===== src/rtl/drc_pkg.sv =====
`timescale 1ns/1ps
package drc_pkg;
    // register addresses
    localparam logic [2:0] ADDR_CNT_LO = 3'd0;
    localparam logic [2:0] ADDR_CNT_HI = 3'd1;
    localparam logic [2:0] ADDR_STATUS = 3'd2;
    localparam logic [2:0] ADDR_FLAGS  = 3'd3;
    localparam logic [2:0] ADDR_CMD    = 3'd4;

    // bus phase codes that carry data
    localparam logic [2:0] PH_DOUT = 3'd0;
    localparam logic [2:0] PH_DIN  = 3'd1;

    // bit positions
    localparam int STAT_TC    = 0;
    localparam int STAT_CHG   = 1;
    localparam int STAT_IRQ   = 7;
    localparam int CMD_LOAD   = 0;
    localparam int CMD_FLUSH  = 1;

    typedef struct packed {
        logic       vld;
        logic [2:0] phase;
        logic       drain;
        logic       irq;
        logic       chg;
    } evt_state_t;
endpackage


===== src/rtl/drc_fifo.sv =====
`timescale 1ns/1ps
module drc_fifo #(
    parameter int DEPTH = 16,
    parameter int W     = 8,
    localparam int AW   = $clog2(DEPTH),
    localparam int OW   = $clog2(DEPTH + 1)
) (
    input  logic          clk,
    input  logic          rst_n,
    input  logic          push,
    input  logic [W-1:0]  din,
    input  logic          pop,
    input  logic          flush,
    output logic [W-1:0]  dout,
    output logic [OW-1:0] occ,
    output logic [OW-1:0] occ_nx,
    output logic          full,
    output logic          empty
);
    typedef struct packed {
        logic [DEPTH-1:0][W-1:0] mem;
        logic [AW-1:0]           rd;
        logic [AW-1:0]           wr;
        logic [OW-1:0]           occ;
    } fifo_st_t;

    fifo_st_t s_d, s_q;
    logic do_push, do_pop;

    function automatic logic [AW-1:0] ptr_inc(input logic [AW-1:0] p);
        return (p == AW'(DEPTH - 1)) ? '0 : p + 1'b1;
    endfunction

    always_comb begin
        s_d     = s_q;
        do_push = push && (s_q.occ != OW'(DEPTH));
        do_pop  = pop && (s_q.occ != '0);
        if (flush) begin
            s_d.rd  = '0;
            s_d.wr  = '0;
            s_d.occ = '0;
        end else begin
            if (do_push) begin
                s_d.mem[s_q.wr] = din;
                s_d.wr          = ptr_inc(s_q.wr);
            end
            if (do_pop) begin
                s_d.rd = ptr_inc(s_q.rd);
            end
            s_d.occ = s_q.occ + OW'(do_push) - OW'(do_pop);
        end
    end

    always_ff @(posedge clk or negedge rst_n) begin
        if (!rst_n) s_q <= '0;
        else        s_q <= s_d;
    end

    assign dout   = s_q.mem[s_q.rd];
    assign occ    = s_q.occ;
    assign occ_nx = s_d.occ;
    assign full   = (s_q.occ == OW'(DEPTH));
    assign empty  = (s_q.occ == '0);
endmodule


===== src/rtl/drc_counter.sv =====
`timescale 1ns/1ps
module drc_counter #(
    parameter int CW = 16
) (
    input  logic          clk,
    input  logic          rst_n,
    input  logic          load,
    input  logic [CW-1:0] load_val,
    input  logic          dec,
    output logic [CW-1:0] cnt_view,
    output logic          active,
    output logic          tc
);
    typedef struct packed {
        logic [CW:0] cnt;
        logic        tc;
    } cnt_st_t;

    cnt_st_t s_d, s_q;

    always_comb begin
        s_d = s_q;
        if (load) begin
            s_d.cnt = (load_val == '0) ? {1'b1, {CW{1'b0}}} : {1'b0, load_val};
            s_d.tc  = 1'b0;
        end else if (dec && (s_q.cnt != '0)) begin
            s_d.cnt = s_q.cnt - 1'b1;
            if (s_q.cnt == (CW+1)'(1)) s_d.tc = 1'b1;
        end
    end

    always_ff @(posedge clk or negedge rst_n) begin
        if (!rst_n) s_q <= '0;
        else        s_q <= s_d;
    end

    assign cnt_view = s_q.cnt[CW-1:0];
    assign active   = (s_q.cnt != '0);
    assign tc       = s_q.tc;
endmodule


===== src/rtl/drc_events.sv =====
`timescale 1ns/1ps
module drc_events
    import drc_pkg::*;
#(
    parameter int OW = 5
) (
    input  logic          clk,
    input  logic          rst_n,
    input  logic [2:0]    bus_phase,
    input  logic          sync_mode,
    input  logic [OW-1:0] occ_nx,
    input  logic          rd_clr,
    output logic          irq,
    output logic          chg,
    output logic          drain
);
    evt_state_t s_d, s_q;

    always_comb begin
        s_d = s_q;
        if (rd_clr) begin
            s_d.irq = 1'b0;
            s_d.chg = 1'b0;
        end
        if (!s_q.vld) begin
            s_d.vld   = 1'b1;
            s_d.phase = bus_phase;
        end else if (bus_phase != s_q.phase) begin
            s_d.phase = bus_phase;
            if ((s_q.phase == PH_DIN) && !sync_mode && (occ_nx != '0)) begin
                s_d.drain = 1'b1;
            end else begin
                s_d.drain = 1'b0;
                s_d.irq   = 1'b1;
                s_d.chg   = 1'b1;
            end
        end else if (s_q.drain && (occ_nx == '0)) begin
            s_d.drain = 1'b0;
            s_d.irq   = 1'b1;
            s_d.chg   = 1'b1;
        end
    end

    always_ff @(posedge clk or negedge rst_n) begin
        if (!rst_n) s_q <= '0;
        else        s_q <= s_d;
    end

    assign irq   = s_q.irq;
    assign chg   = s_q.chg;
    assign drain = s_q.drain;
endmodule


===== src/rtl/dma_residue_ctrl.sv =====
`timescale 1ns/1ps
module dma_residue_ctrl
    import drc_pkg::*;
#(
    parameter int FIFO_DEPTH = 16,
    parameter int REG_W      = 8,
    localparam int CNT_W     = 2 * REG_W,
    localparam int OW        = $clog2(FIFO_DEPTH + 1)
) (
    input  logic             clk,
    input  logic             rst_n,
    input  logic             reg_wr,
    input  logic             reg_rd,
    input  logic [2:0]       reg_addr,
    input  logic [REG_W-1:0] reg_wdata,
    output logic [REG_W-1:0] reg_rdata,
    input  logic [2:0]       bus_phase,
    input  logic             sync_mode,
    output logic             dma_req,
    input  logic             dma_ack,
    input  logic [REG_W-1:0] dma_wdata,
    output logic [REG_W-1:0] dma_rdata,
    input  logic             bus_xfer,
    input  logic [REG_W-1:0] bus_wdata,
    output logic [REG_W-1:0] bus_rdata,
    output logic             irq
);
    typedef struct packed {
        logic [REG_W-1:0] lo;
        logic [REG_W-1:0] hi;
    } stage_t;

    stage_t stg_d, stg_q;

    logic             cmd_load, cmd_flush, rd_clr;
    logic             drain, chg, tc, cnt_active;
    logic             fifo_full, fifo_empty;
    logic [OW-1:0]    occ, occ_nx;
    logic [CNT_W-1:0] cnt_view;
    logic [REG_W-1:0] head;
    logic             din_side, dout_side, sync_din;
    logic             dma_take, push, pop, dec;
    logic [REG_W-1:0] push_data;

    assign cmd_load  = reg_wr && (reg_addr == ADDR_CMD) && reg_wdata[CMD_LOAD];
    assign cmd_flush = reg_wr && (reg_addr == ADDR_CMD) && reg_wdata[CMD_FLUSH];
    assign rd_clr    = reg_rd && (reg_addr == ADDR_STATUS);

    // staging registers for the byte count
    always_comb begin
        stg_d = stg_q;
        if (reg_wr && (reg_addr == ADDR_CNT_LO)) stg_d.lo = reg_wdata;
        if (reg_wr && (reg_addr == ADDR_CNT_HI)) stg_d.hi = reg_wdata;
    end

    always_ff @(posedge clk or negedge rst_n) begin
        if (!rst_n) stg_q <= '0;
        else        stg_q <= stg_d;
    end

    // direction and strobe routing
    assign din_side  = (bus_phase == PH_DIN) || drain;
    assign dout_side = (bus_phase == PH_DOUT) && !drain;
    assign sync_din  = (bus_phase == PH_DIN) && sync_mode && !drain;

    assign dma_req   = (drain && !fifo_empty) ||
                       (cnt_active && ((dout_side && !fifo_full) ||
                                       (din_side && !fifo_empty)));
    assign dma_take  = dma_ack && dma_req;
    assign push      = (dout_side && dma_take) ||
                       ((bus_phase == PH_DIN) && !drain && bus_xfer);
    assign pop       = (dout_side && bus_xfer) || (din_side && dma_take);
    assign push_data = dout_side ? dma_wdata : bus_wdata;
    assign dec       = sync_din ? bus_xfer : dma_take;

    drc_fifo #(.DEPTH(FIFO_DEPTH), .W(REG_W)) u_fifo (
        .clk    (clk),
        .rst_n  (rst_n),
        .push   (push),
        .din    (push_data),
        .pop    (pop),
        .flush  (cmd_flush),
        .dout   (head),
        .occ    (occ),
        .occ_nx (occ_nx),
        .full   (fifo_full),
        .empty  (fifo_empty)
    );

    drc_counter #(.CW(CNT_W)) u_cnt (
        .clk      (clk),
        .rst_n    (rst_n),
        .load     (cmd_load),
        .load_val ({stg_q.hi, stg_q.lo}),
        .dec      (dec),
        .cnt_view (cnt_view),
        .active   (cnt_active),
        .tc       (tc)
    );

    drc_events #(.OW(OW)) u_evt (
        .clk       (clk),
        .rst_n     (rst_n),
        .bus_phase (bus_phase),
        .sync_mode (sync_mode),
        .occ_nx    (occ_nx),
        .rd_clr    (rd_clr),
        .irq       (irq),
        .chg       (chg),
        .drain     (drain)
    );

    // register readback
    always_comb begin
        reg_rdata = '0;
        case (reg_addr)
            ADDR_CNT_LO: reg_rdata = cnt_view[REG_W-1:0];
            ADDR_CNT_HI: reg_rdata = cnt_view[CNT_W-1:REG_W];
            ADDR_STATUS: begin
                reg_rdata[STAT_TC]  = tc;
                reg_rdata[STAT_CHG] = chg;
                reg_rdata[STAT_IRQ] = irq;
            end
            ADDR_FLAGS:  reg_rdata = REG_W'(occ);
            default:     reg_rdata = '0;
        endcase
    end

    assign dma_rdata = head;
    assign bus_rdata = head;
endmodule


===== config.mk =====
export PLATFORM = sky130hd
export DESIGN_NAME = dma_residue_ctrl
export DESIGN_NICKNAME = d
export VERILOG_FILES = /design/src/rtl/drc_pkg.sv /design/src/rtl/drc_fifo.sv /design/src/rtl/drc_counter.sv /design/src/rtl/drc_events.sv /design/src/rtl/dma_residue_ctrl.sv
export SDC_FILE = /design/constraint.sdc
export NUM_CORES = 1
export LEC_CHECK = 0
export ABC_AREA = 1
export BUFFER_PORTS_ARGS = -buffer_cell sky130_fd_sc_hd__buf_2
export CAP_MARGIN = 20
export CORE_MARGIN = 1.5
export CORE_UTILIZATION = 45
export CTS_CLUSTER_SIZE = 16
export DETAILED_ROUTE_END_ITERATION = 8
export PLACE_DENSITY = 0.62
export SKIP_CTS_REPAIR_TIMING = 1
export SLEW_MARGIN = 20
export SYNTH_ARGS = -nofsm -noshare
export SYNTH_HDL_FRONTEND = slang
export SYNTH_SLANG_ARGS = --single-unit

===== constraint.sdc =====
create_clock -name clk -period 3.9 [get_ports clk]
set_clock_uncertainty 0.05 [all_clocks]
set_input_delay 0.975 -clock clk [delete_from_list [all_inputs] [get_ports clk]]
set_output_delay 0.975 -clock clk [all_outputs]
set_load 0.03 [all_outputs]

# Word level (Yosys, flattened, before mapping)

Cells that the tools add are included.
Widths: inputs -> output; s select.

Input port bits: 37
Output and inout port bits: 26
Register bits: 182
Logic and storage cells: 128

Bitwise operators: 1
$add $sub $neg: 5
Muxes and demuxes: 27
Reduce and logical (&&, ||, !) cells: 51
Eq/ne operators: 13
Magnitude comparators: 3

Operators by type and width:

| kind                  | number |
|---|---|
| $bwmux 128            | 1 |
| $mux 18               | 2 |
| $bmux 8 s4            | 1 |
| $demux 8 s4           | 1 |
| $logic_and 1x1->1     | 26 |
| $mux 8                | 3 |
| $eq 17x1->1 const B   | 1 |
| $mux 17               | 1 |
| $reduce_bool 17->1    | 1 |
| $sub 17x1->17 const B | 1 |
| $logic_not 16->1      | 1 |
| $mux 4                | 4 |
| $pmux 5 s3            | 1 |
| $mux 13               | 1 |
| $mux 3                | 4 |
| $logic_not 5->1       | 2 |
| $lt 4x5->1 const B    | 2 |
| $reduce_bool 2->1     | 5 |
| $reduce_bool 5->1     | 2 |
| $eq 3x1->1 const B    | 3 |
| $add 4x1->4 const B   | 2 |
| $eq 4x4->1 const B    | 2 |
| $pmux 2 s4            | 1 |
| $eq 3x2->1 const B    | 2 |
| 16 further kinds      | 30 |

# Logic depth before layout (Yosys ltp)

Gate-level depths: netlist of the first run.

Depth after elaboration: 18
Depth in mapped cells: 26
Depth with buffers taken out: 26

# Cells and area by module

A second synthesis of the first run with hierarchy kept.

Cells, all modules: 1572
Area total of the unflattened synthesis: 10903.0 µm²

By module, submodules not included:

| module           | cells an instance | instances | area an instance (µm²) | sequential area each (µm²) |
|---|---|---|---|---|
| drc_fifo         | 1116              | 1         | 7751.2                 | 3528.4 |
| drc_counter      | 245               | 1         | 1615.3                 | 450.4 |
| dma_residue_ctrl | 162               | 1         | 1172.4                 | 400.4 |
| drc_events       | 49                | 1         | 364.1                  | 175.2 |

# Worst setup path before layout of the first run

No wires, ideal clock.

Kind: input -> register
From: input bus_phase[1]
To: register u_evt.s_q, in the netlist u_evt.drain
Stages: 25
Data required time: 3.733 ns
Data arrival time: 3.544 ns
Setup slack: 0.190 ns
Cells stage by stage: inv_2 -> nand2_1 -> nor2_2 -> nand2_1 -> nand2_1 -> nand2_2 -> nand2_4 -> nand3_1 -> nand2_1 -> nand2_1 -> inv_1 -> ha_1 -> inv_1 -> ha_1 -> inv_1 -> fa_1 -> inv_1 -> o21ai_0 -> nand2_1 -> inv_1 -> nand3_1 -> o21ai_0 -> nand2_1 -> nand2_1 -> nand2_1

Cells in the longest elaborated chain, start to end: 17
Elaborated cells between the ends (all ways): 31

Ends and longest elaborated chain:

| element                                               | RTL line                                       | source |
|---|---|---|
| from (decl)                                           | dma_residue_ctrl.sv:17                         | `input logic [2:0] bus_phase,` |
| $eq 3x1->1 or $logic_not 3->1 (tied branches)         | dma_residue_ctrl.sv:62, dma_residue_ctrl.sv:63 |  |
| $logic_or 1x1->1 or $logic_and 1x1->1 (tied branches) | dma_residue_ctrl.sv:62, dma_residue_ctrl.sv:63 |  |
| $logic_and 1x1->1, on equally long branches           | dma_residue_ctrl.sv:68, dma_residue_ctrl.sv:67 |  |
| $logic_or 1x1->1 (*)                                  | dma_residue_ctrl.sv:67                         | `(cnt_active && ((dout_side && !fifo_full) \|\|` |
| $logic_and 1x1->1 (*)                                 | dma_residue_ctrl.sv:67                         |  |
| $logic_or 1x1->1 (*)                                  | dma_residue_ctrl.sv:66                         | `assign dma_req = (drain && !fifo_empty) \|\|` |
| net dma_req                                           | dma_residue_ctrl.sv:19                         | `output logic dma_req,` |
| $logic_and 1x1->1 (*)                                 | dma_residue_ctrl.sv:69                         | `assign dma_take = dma_ack && dma_req;` |
| [2 not listed]                                        | --                                             |  |
| $logic_and 1x1->1                                     | drc_fifo.sv:36                                 | `do_push = push && (s_q.occ != OW'(DEPTH));` |
| $add 5x1->5                                           | drc_fifo.sv:50                                 | `s_d.occ = s_q.occ + OW'(do_push) - OW'(do_pop);` |
| $sub 5x1->5 (*)                                       | drc_fifo.sv:50                                 |  |
| $mux 13 (*)                                           | drc_fifo.sv:38                                 | `if (flush) begin` |
| $reduce_bool 5->1 or $logic_not 5->1 (tied branches)  | drc_events.sv:30, drc_events.sv:37             |  |
| $logic_and 1x1->1, on equally long branches           | drc_events.sv:30, drc_events.sv:37             |  |
| $mux 1 or $reduce_bool 2->1 (tied branches)           | --                                             |  |
| $mux 3 or $reduce_and 2->1 (tied branches)            | --                                             |  |
| to (signal assigned)                                  | drc_events.sv:45                               | `if (!rst_n) s_q <= '0;` |
| to (signal assigned)                                  | drc_events.sv:46                               | `else s_q <= s_d;` |
| to (decl)                                             | drc_events.sv:17                               | `evt_state_t s_d, s_q;` |

Mark *: on every way through the listed nets, which the timed path passes. The rest lies on a longest branch.
A chain may end at the register's enable or synchronous reset.

# Worst setup path in the final report of the first run

From: register u_fifo.s_q[9] (netlist name)
To: output bus_rdata[5]

Cells in the longest elaborated chain, start to end: 2

Ends and longest elaborated chain:

| element                      | RTL line               | source |
|---|---|---|
| from (decl)                  | drc_fifo.sv:27         | `fifo_st_t s_d, s_q;` |
| from (signal assigned)       | drc_fifo.sv:55         | `if (!rst_n) s_q <= '0;` |
| from (signal assigned)       | drc_fifo.sv:56         | `else s_q <= s_d;` |
| $bmux 8 s4                   | drc_fifo.sv:59         | `assign dout = s_q.mem[s_q.rd];` |
| $mux 8 (implied by the code) | drc_fifo.sv:59         |  |
| to (decl)                    | dma_residue_ctrl.sv:25 | `output logic [REG_W-1:0] bus_rdata,` |

No other way between the ends. The select of a mux whose other input is x is not followed.

==> metrics.txt, run 1 <==
placed cell areas approximately 11000 µm²; busiest grt layer met2; post-synthesis cell count roughly 1300; setup TNS 0 ns; Multi-input gate area 4900 µm²; Final Core Density between 50% and 60%; first drt pass iteration count 5; highest clock rate ~0.28 GHz; final setup fails 0; fraction of layout cells with a size suffix above 1 between 10 and 15%; PD cells around 650 nW/µm²; Logic pwr share 40.9%; root buf cell clkbuf_16; die area around 24000 µm²; cell taking the most area after synthesis dfrtp_1; WP data arrival 2.61 ns; drt drc 0; area grow syn2layout 10.7%; Die Y 154 µm; pre-CTS setup slack -0.0371 ns; diode count 0; RSZ-0062 raised after global routing false; final max-slew violation count 0; Flop pwr share between 30% and 40%; top cell type's share of synthesized area between 40 and 50%; largest cells by area after synthesis dfrtp_1, nand2_1, nand4_1, o21ai_0, nor2_1; status completed; mapped cell area approximately 10000 µm²; Final Hold Vio Count 0; minimum clock period after layout between 3 and 4 ns; max_cap viols 0; Slew @ Worst Pin roughly 0.93 ns; Synth cell types 42; Nets 1407; Top-Level Pins 63; switching pwr 3.24 mW; Tcrit/Tclk final slightly above 90%; core area 22500 µm²; GRT met3 Usage 3.78%; register area 4560 µm²; largest net degree at the start of global routing 150; CTS Sinks 182; Worst Setup End Kind output pin; Setup crit start kind flip-flop; H-Tree Depth 4; Overall Global Routing Usage between 20 and 30%; filler instances 2136; met2 usage between 40% and 50%; Synth Register Bits 182; GPL Wtd Cong 0.898; Final Worst Setup Slack 0.267 ns; DR WL/cell 17.6 µm; first-pass GRT wire length 47.9 mm; Pwr Total 7.42 mW; Initial Utilization 45.6%; CTS Buf Count 17; number of routed nets with antenna violations 0; TritonCTS clock tree built; CP Class reg2out; total grt overflow 0; Worst-Skew Late Latency 0.43 ns; switching share of power 43.7%; Worst Path Required 2.87 ns; Critical Path Fanout Max 56; leakage 5.81 nW; Async S/R FF share, synth between 90% and 100%; CTS Buffer Depth 2; vias in the first global route 8884; met1 Usage GRT between 30% and 40%; Slew headroom 37.7%; Net Count, Synth around 1400; DIE WIDTH 154 µm; most used flip-flop cell after synthesis dfrtp_1; total wire length 29.1 mm; internal power ~4.2 mW; Clock power frac 24.9%; FP Rows 55; IO buf count 62; initial antenna violation count 0; dpl hpwl between 15 and 20 mm; EDFF count, synth 0; total number of vias between 9000 and 10000; post-synthesis sequential area ratio 44.4%; Finished Cell Area 11300 µm²; Syn Area/Cell 7.70 µm²; Clk pin slew, worst setup/hold paths 0.07 ns; number of DRC markers in iteration 0 790; Synth Warn # 0; Max VDD drop 411 µV; Hold Crit Class reg2reg; post-DR vias/cell 5.64
[power groups by stage]
| stage | clock [mW] | sequential (mW) | combinational [mW] |
|---|---|---|---|
| after floorplan | 0 | 2.48 | 2.27 |
| after global placement | 0 | 2.56 | 2.99 |
| after detailed placement | 0 | 2.56 | 3.02 |
| after CTS | 1.88 | 2.53 | 3.02 |
| after global routing | 1.95 | 2.59 | 3.37 |
| final | 1.84 | 2.54 | 3.03 |
[worst max-delay path, stage by stage (launching register included)]
cell	delay (ns)
dfrtp_2	0.39
clkinv_1	0.31
buf_12	0.33
o21ai_0	0.18
o22ai_1	0.12
o21ai_0	0.32
o21ai_0	0.26
buf_2	0.24
[routing by layer]
| metal | part of all wire [%] | routed length [µm] |
|---|---|---|
| met2 | 47 | 13600 |
| met3 | 5.6 | 1640 |
| met4 | 2.2 | 651 |
| met5 | 0 | 0 |
| met1 | 46 | 13300 |
[stage by stage]
step	cells	hold slack, ns
floorplan	1331	0.387
global placement	1621	0.399
detailed placement	1621	0.403
CTS	1653	0.421
global route	1653	0.437
finish	1653	0.418
[worst paths after layout]
check                      slack, ns                          to                  startpoint  depth (start not counted)
max in group asynchronous       2.36        stg_q[1]$_DFFE_PN0P_                       rst_n                          2
min in group asynchronous       0.56  u_fifo.s_q[17]$_DFFE_PN0P_                       rst_n                          1
min                             0.42  u_fifo.s_q[26]$_DFFE_PN0P_  u_fifo.s_q[26]$_DFFE_PN0P_                          2
max                             0.27                bus_rdata[5]   u_fifo.s_q[9]$_DFFE_PN0P_                          7
max reg2reg                     0.34     u_evt.drain$_DFFE_PN0P_     u_fifo.occ[3]$_DFF_PN0_                         25
min reg2reg                     0.42  u_fifo.s_q[26]$_DFFE_PN0P_  u_fifo.s_q[26]$_DFFE_PN0P_                          2
[sequential cells by signal (all words and copies together) (netlist names)]
register        flops
u_fifo.s_q        136
stg_q              16
u_cnt.cnt_view     16
u_fifo.occ          5
u_evt.s_q           4
u_cnt.s_q           1
u_cnt.tc            1
u_evt.chg           1
u_evt.drain         1
u_evt.irq           1
[cells in the final DEF (no fill, tap or decap), types with 5 or more instances in the layout]
cell type  Yosys  layout
buf_12         0       7
inv_1         77      76
clkbuf_16      0      17
ha_1          14      14
a21oi_1       25      25
o22ai_1       11      11
nand3_1       63      63
dfrtp_1      182     181
o221ai_1       9       9
inv_2          5       5
xor2_1        12      12
buf_4          9      19
nor2_1        85      85
a221oi_1      10      10
nand4_1      144     144
inv_6          0       6
buf_2         12      61
nand2_1      481     481
o21ai_0       81      81
nand3_4       10      11
[layout make-up]
class / count / share of cell area (%)
Inverter: 82 / 2.71
Tap cell: 285 / 3.14
Clock inverter: 14 / 1.65
Timing Repair Buffer: 88 / 5.31
Sequential cell: 182 / 40.2
Clock buffer: 18 / 3.78
Multi-Input combinational cell: 984 / 43.2
[kinds of logic after synthesis]
group,share of synthesized area [%]
xor gates and xnor gates,1.11
other,0.0366
DFF,44.4
adders and majority gates,1.90
and+or+nand+nor,36.6
AOI/OAI and AO/OA,8.09
buffers and inverters,7.80
[synth_stat cells (all sizes together) (4+ instances only)]
| master | n |
|---|---|
| nand2 | 488 |
| inv | 82 |
| ha | 14 |
| o21ai | 81 |
| clkbuf | 41 |
| nand3 | 78 |
| nor3 | 5 |
| a21oi | 25 |
| nor4 | 4 |
| dfrtp | 182 |
| nand4 | 144 |
| o22ai | 11 |
| nor2 | 89 |
| buf | 42 |
| xor2 | 12 |
| a221oi | 10 |
| o221ai | 9 |
Note: power is estimated with default switching activity, not from simulation.
==> run 2, diff against run 1 <==
--- a/config.mk
+++ b/config.mk
@@ -5,7 +5,6 @@
 export SDC_FILE = /design/constraint.sdc
 export NUM_CORES = 1
 export LEC_CHECK = 0
-export ABC_AREA = 1
 export BUFFER_PORTS_ARGS = -buffer_cell sky130_fd_sc_hd__buf_2
 export CAP_MARGIN = 20
 export CORE_MARGIN = 1.5
==> metrics.txt, run 2 <==
PD cells 764 nW/µm² (+17%); Max VDD drop 411 µV (about the same); Initial Utilization 46.0% (+0.42 points); largest net degree at the start of global routing 69 (-54%); root buf cell clkbuf_16; area grow syn2layout 12.1%; core area 20300 µm² (-9.8%); most used flip-flop cell after synthesis dfrtp_1; first drt pass iteration count 5 (unchanged); Synth Warn # 0 (unchanged); RSZ-0062 raised after global routing false; post-DR vias/cell 6.12 (+8.6%); Setup crit start kind flip-flop; GPL Wtd Cong 0.894 (-0.41%); final setup fails 0 (unchanged); post-synthesis sequential area ratio 48.8% (+4.4 points); Final Core Density 51.5% (+1.1 points); final max-slew violation count 0 (unchanged); total grt overflow 0 (unchanged); post-synthesis simple-gate area fraction 11.6% (-25 points); Flop pwr share 36.7% (+2.4 points); largest cells by area after synthesis dfrtp_1, o22a_1, mux2i_1, mux4_2, mux2_2; Top-Level Pins 63 (unchanged); commonest non-fill, non-tap cell in the layout dfrtp_1; most frequent cells in the layout dfrtp_1, o22a_1, buf_2, nand2_1, mux2i_1; status completed; CP Class reg2reg; mapped cell area 9330 µm² (-9.0%); Worst Path Required 4.17 ns (+1.30 ns); Critical Path Fanout Max 6 (-89%); Hold Crit Class reg2reg; setup slack, reg-to-reg 0.22 ns (-0.12 ns); CTS Buffer Depth 2 (unchanged); Clk pin slew, worst setup/hold paths 0.07 ns (about the same); Slew @ Worst Pin 0.697 ns (-0.235 ns); Synth Register Bits 182 (unchanged); max reg flops 136 (unchanged); filler instances 1789 (-16%); Slew headroom 53.4% (+16 points); number of DRC markers in iteration 0 538 (-32%); die area 21600 µm² (-8.8%); number of routed nets with antenna violations 0 (unchanged); leakage 4.53 nW (-22%); CTS Buf Count 17 (unchanged); Synth cell types 77 (+83%); drt drc 0 (unchanged); IO buf count 62 (unchanged); vias in the first global route 7168 (-19%); Worst Setup End Kind flip-flop; Die Y 147 µm (-4.5%); count leader, synth dfrtp_1; diode count 0 (unchanged); DIE WIDTH 147 µm (-4.5%); internal power 4.69 mW (+12%); CTS Sinks 182 (unchanged); largest family of logic cells by synthesized area compound AO/OA/AOI/OAI gates; highest clock rate 0.271 GHz (-1.4%); Post-Synth Adder-Cell Area 2.09% (+0.19 points); FP Rows 52 (-5.5%); max_cap viols 0 (unchanged); multiplexer area fraction after synthesis 11.8% (+12 points); TritonCTS clock tree built; Nets 882 (-37%); switching share of power 41.3% (-2.4 points); Net Count, Synth 837 (-39%); Post-Synth XOR/XNOR Area 1.60% (+0.48 points); Syn Area/Cell 11.9 µm² (+54%); Clock power frac 21.4% (-3.5 points); top cell type's share of synthesized area 48.8% (+4.4 points); Worst-Skew Late Latency 0.43 ns (about the same); total wire length 24.6 mm (-16%); Logic pwr share 41.9% (+1.0 points); initial antenna violation count 0 (unchanged); switching pwr 3.30 mW (+1.9%); Final Hold Vio Count 0 (unchanged); total number of vias 6816 (-27%); H-Tree Depth 4 (unchanged); DR WL/cell 22.1 µm (+25%); dpl hpwl 17.1 mm (-9.6%); largest register by flop count u_fifo.s_q; fraction of layout cells with a size suffix above 1 24.3% (+13 points); cell taking the most area after synthesis dfrtp_1; most frequent cells after synthesis dfrtp_1, o22a_1, nand2_1; EDFF count, synth 0 (unchanged); minimum clock period after layout 3.68 ns (+0.0508 ns); Overall Global Routing Usage 23.6% (-1.8 points); first-pass GRT wire length 39.6 mm (-17%); Async S/R FF share, synth 100% (unchanged); Pwr Total 7.99 mW (+7.8%); Tcrit/Tclk final 94.5% (+1.3 points); post-synthesis cell count 785 (-41%); Synth Area in Compound Gates 20.1% (+12 points); WP data arrival 3.95 ns (+1.34 ns); Min Hold Slack 0.438 ns (+0.0203 ns); setup TNS 0 ns (unchanged)
[run 2: worst paths after layout]
kind,startpoint,endpoint,cells past startpoint
max,u_cnt.cnt_view[8]$_DFFE_PN0P_,u_evt.chg$_DFF_PN0_,15
min in group asynchronous,rst_n,u_evt.s_q[6]$_DFF_PN0_,1
min reg2reg,u_fifo.s_q[30]$_DFFE_PN0P_,u_fifo.s_q[30]$_DFFE_PN0P_,1
min,u_fifo.s_q[30]$_DFFE_PN0P_,u_fifo.s_q[30]$_DFFE_PN0P_,1
max reg2reg,u_cnt.cnt_view[8]$_DFFE_PN0P_,u_evt.chg$_DFF_PN0_,15
max in group asynchronous,rst_n,u_fifo.s_q[65]$_DFFE_PN0P_,2
[run 2: through the flow]
stage                     setup WS [ns]  cell area (µm²)  instances
after floorplan                   0.152             9330        785
after global placement            0.184             9820       1081
after detailed placement         0.0870             9820       1081
after CTS                         0.139            10400       1113
after global routing            0.00892            10500       1113
final                             0.216            10500       1113
[run 2: area by class of cell]
type | count | area, µm² | share of cell area [%]
sequential | 182 | 4560 | 43.6
clock buffer | 17 | 425 | 4.07
timing repair buffer | 78 | 462 | 4.41
inverter | 14 | 52.6 | 0.502
multi-input combinational | 537 | 4460 | 42.7
clock inverter | 15 | 163 | 1.56
tap | 270 | 338 | 3.23
[run 2: power by group through the flow]
stage | sequential [mW] | clock (mW) | combinational, mW
3_5_place_dp | 2.95 | 0 | 3.28
2_1_floorplan | 2.76 | 0 | 2.63
5_1_grt | 3.01 | 1.82 | 3.60
4_1_cts | 2.92 | 1.74 | 3.29
6_report | 2.94 | 1.71 | 3.35
3_3_place_gp | 2.91 | 0 | 3.24
[run 2: kinds of logic (layout without fill, tap and decap cells)]
family,count (synthesis),count (layout)
AOI/OAI and AO/OA,235,235
xor gates and xnor gates,17,17
adders and majority gates,15,15
buffers and inverters,66,124
DFF,182,182
muxes,84,84
other,1,1
and+or+nand+nor,185,185
[run 2: critical path, stage by stage (launching register included)]
cell and delay [ns]:
dfrtp_2 0.45, or4_4 0.57, nand4bb_4 0.26, o2111ai_4 0.23, a21oi_2 0.09, ha_1 0.29
inv_1 0.05, ha_1 0.16, inv_1 0.06, fa_1 0.40, nand2b_1 0.17, a21oi_2 0.16
xnor2_2 0.10, a31oi_2 0.23, o22ai_2 0.13, a21o_1 0.16
[run 2: routing by layer]
layer  part of all wire (%)  global-route usage, %  up-vias
li1                       -                      -     3069
met1                     44                   32.6     3501
met2                     48                   37.8      220
met3                    5.8                   5.43       26
met4                    1.4                   6.00        0
met5                      0                      0        -
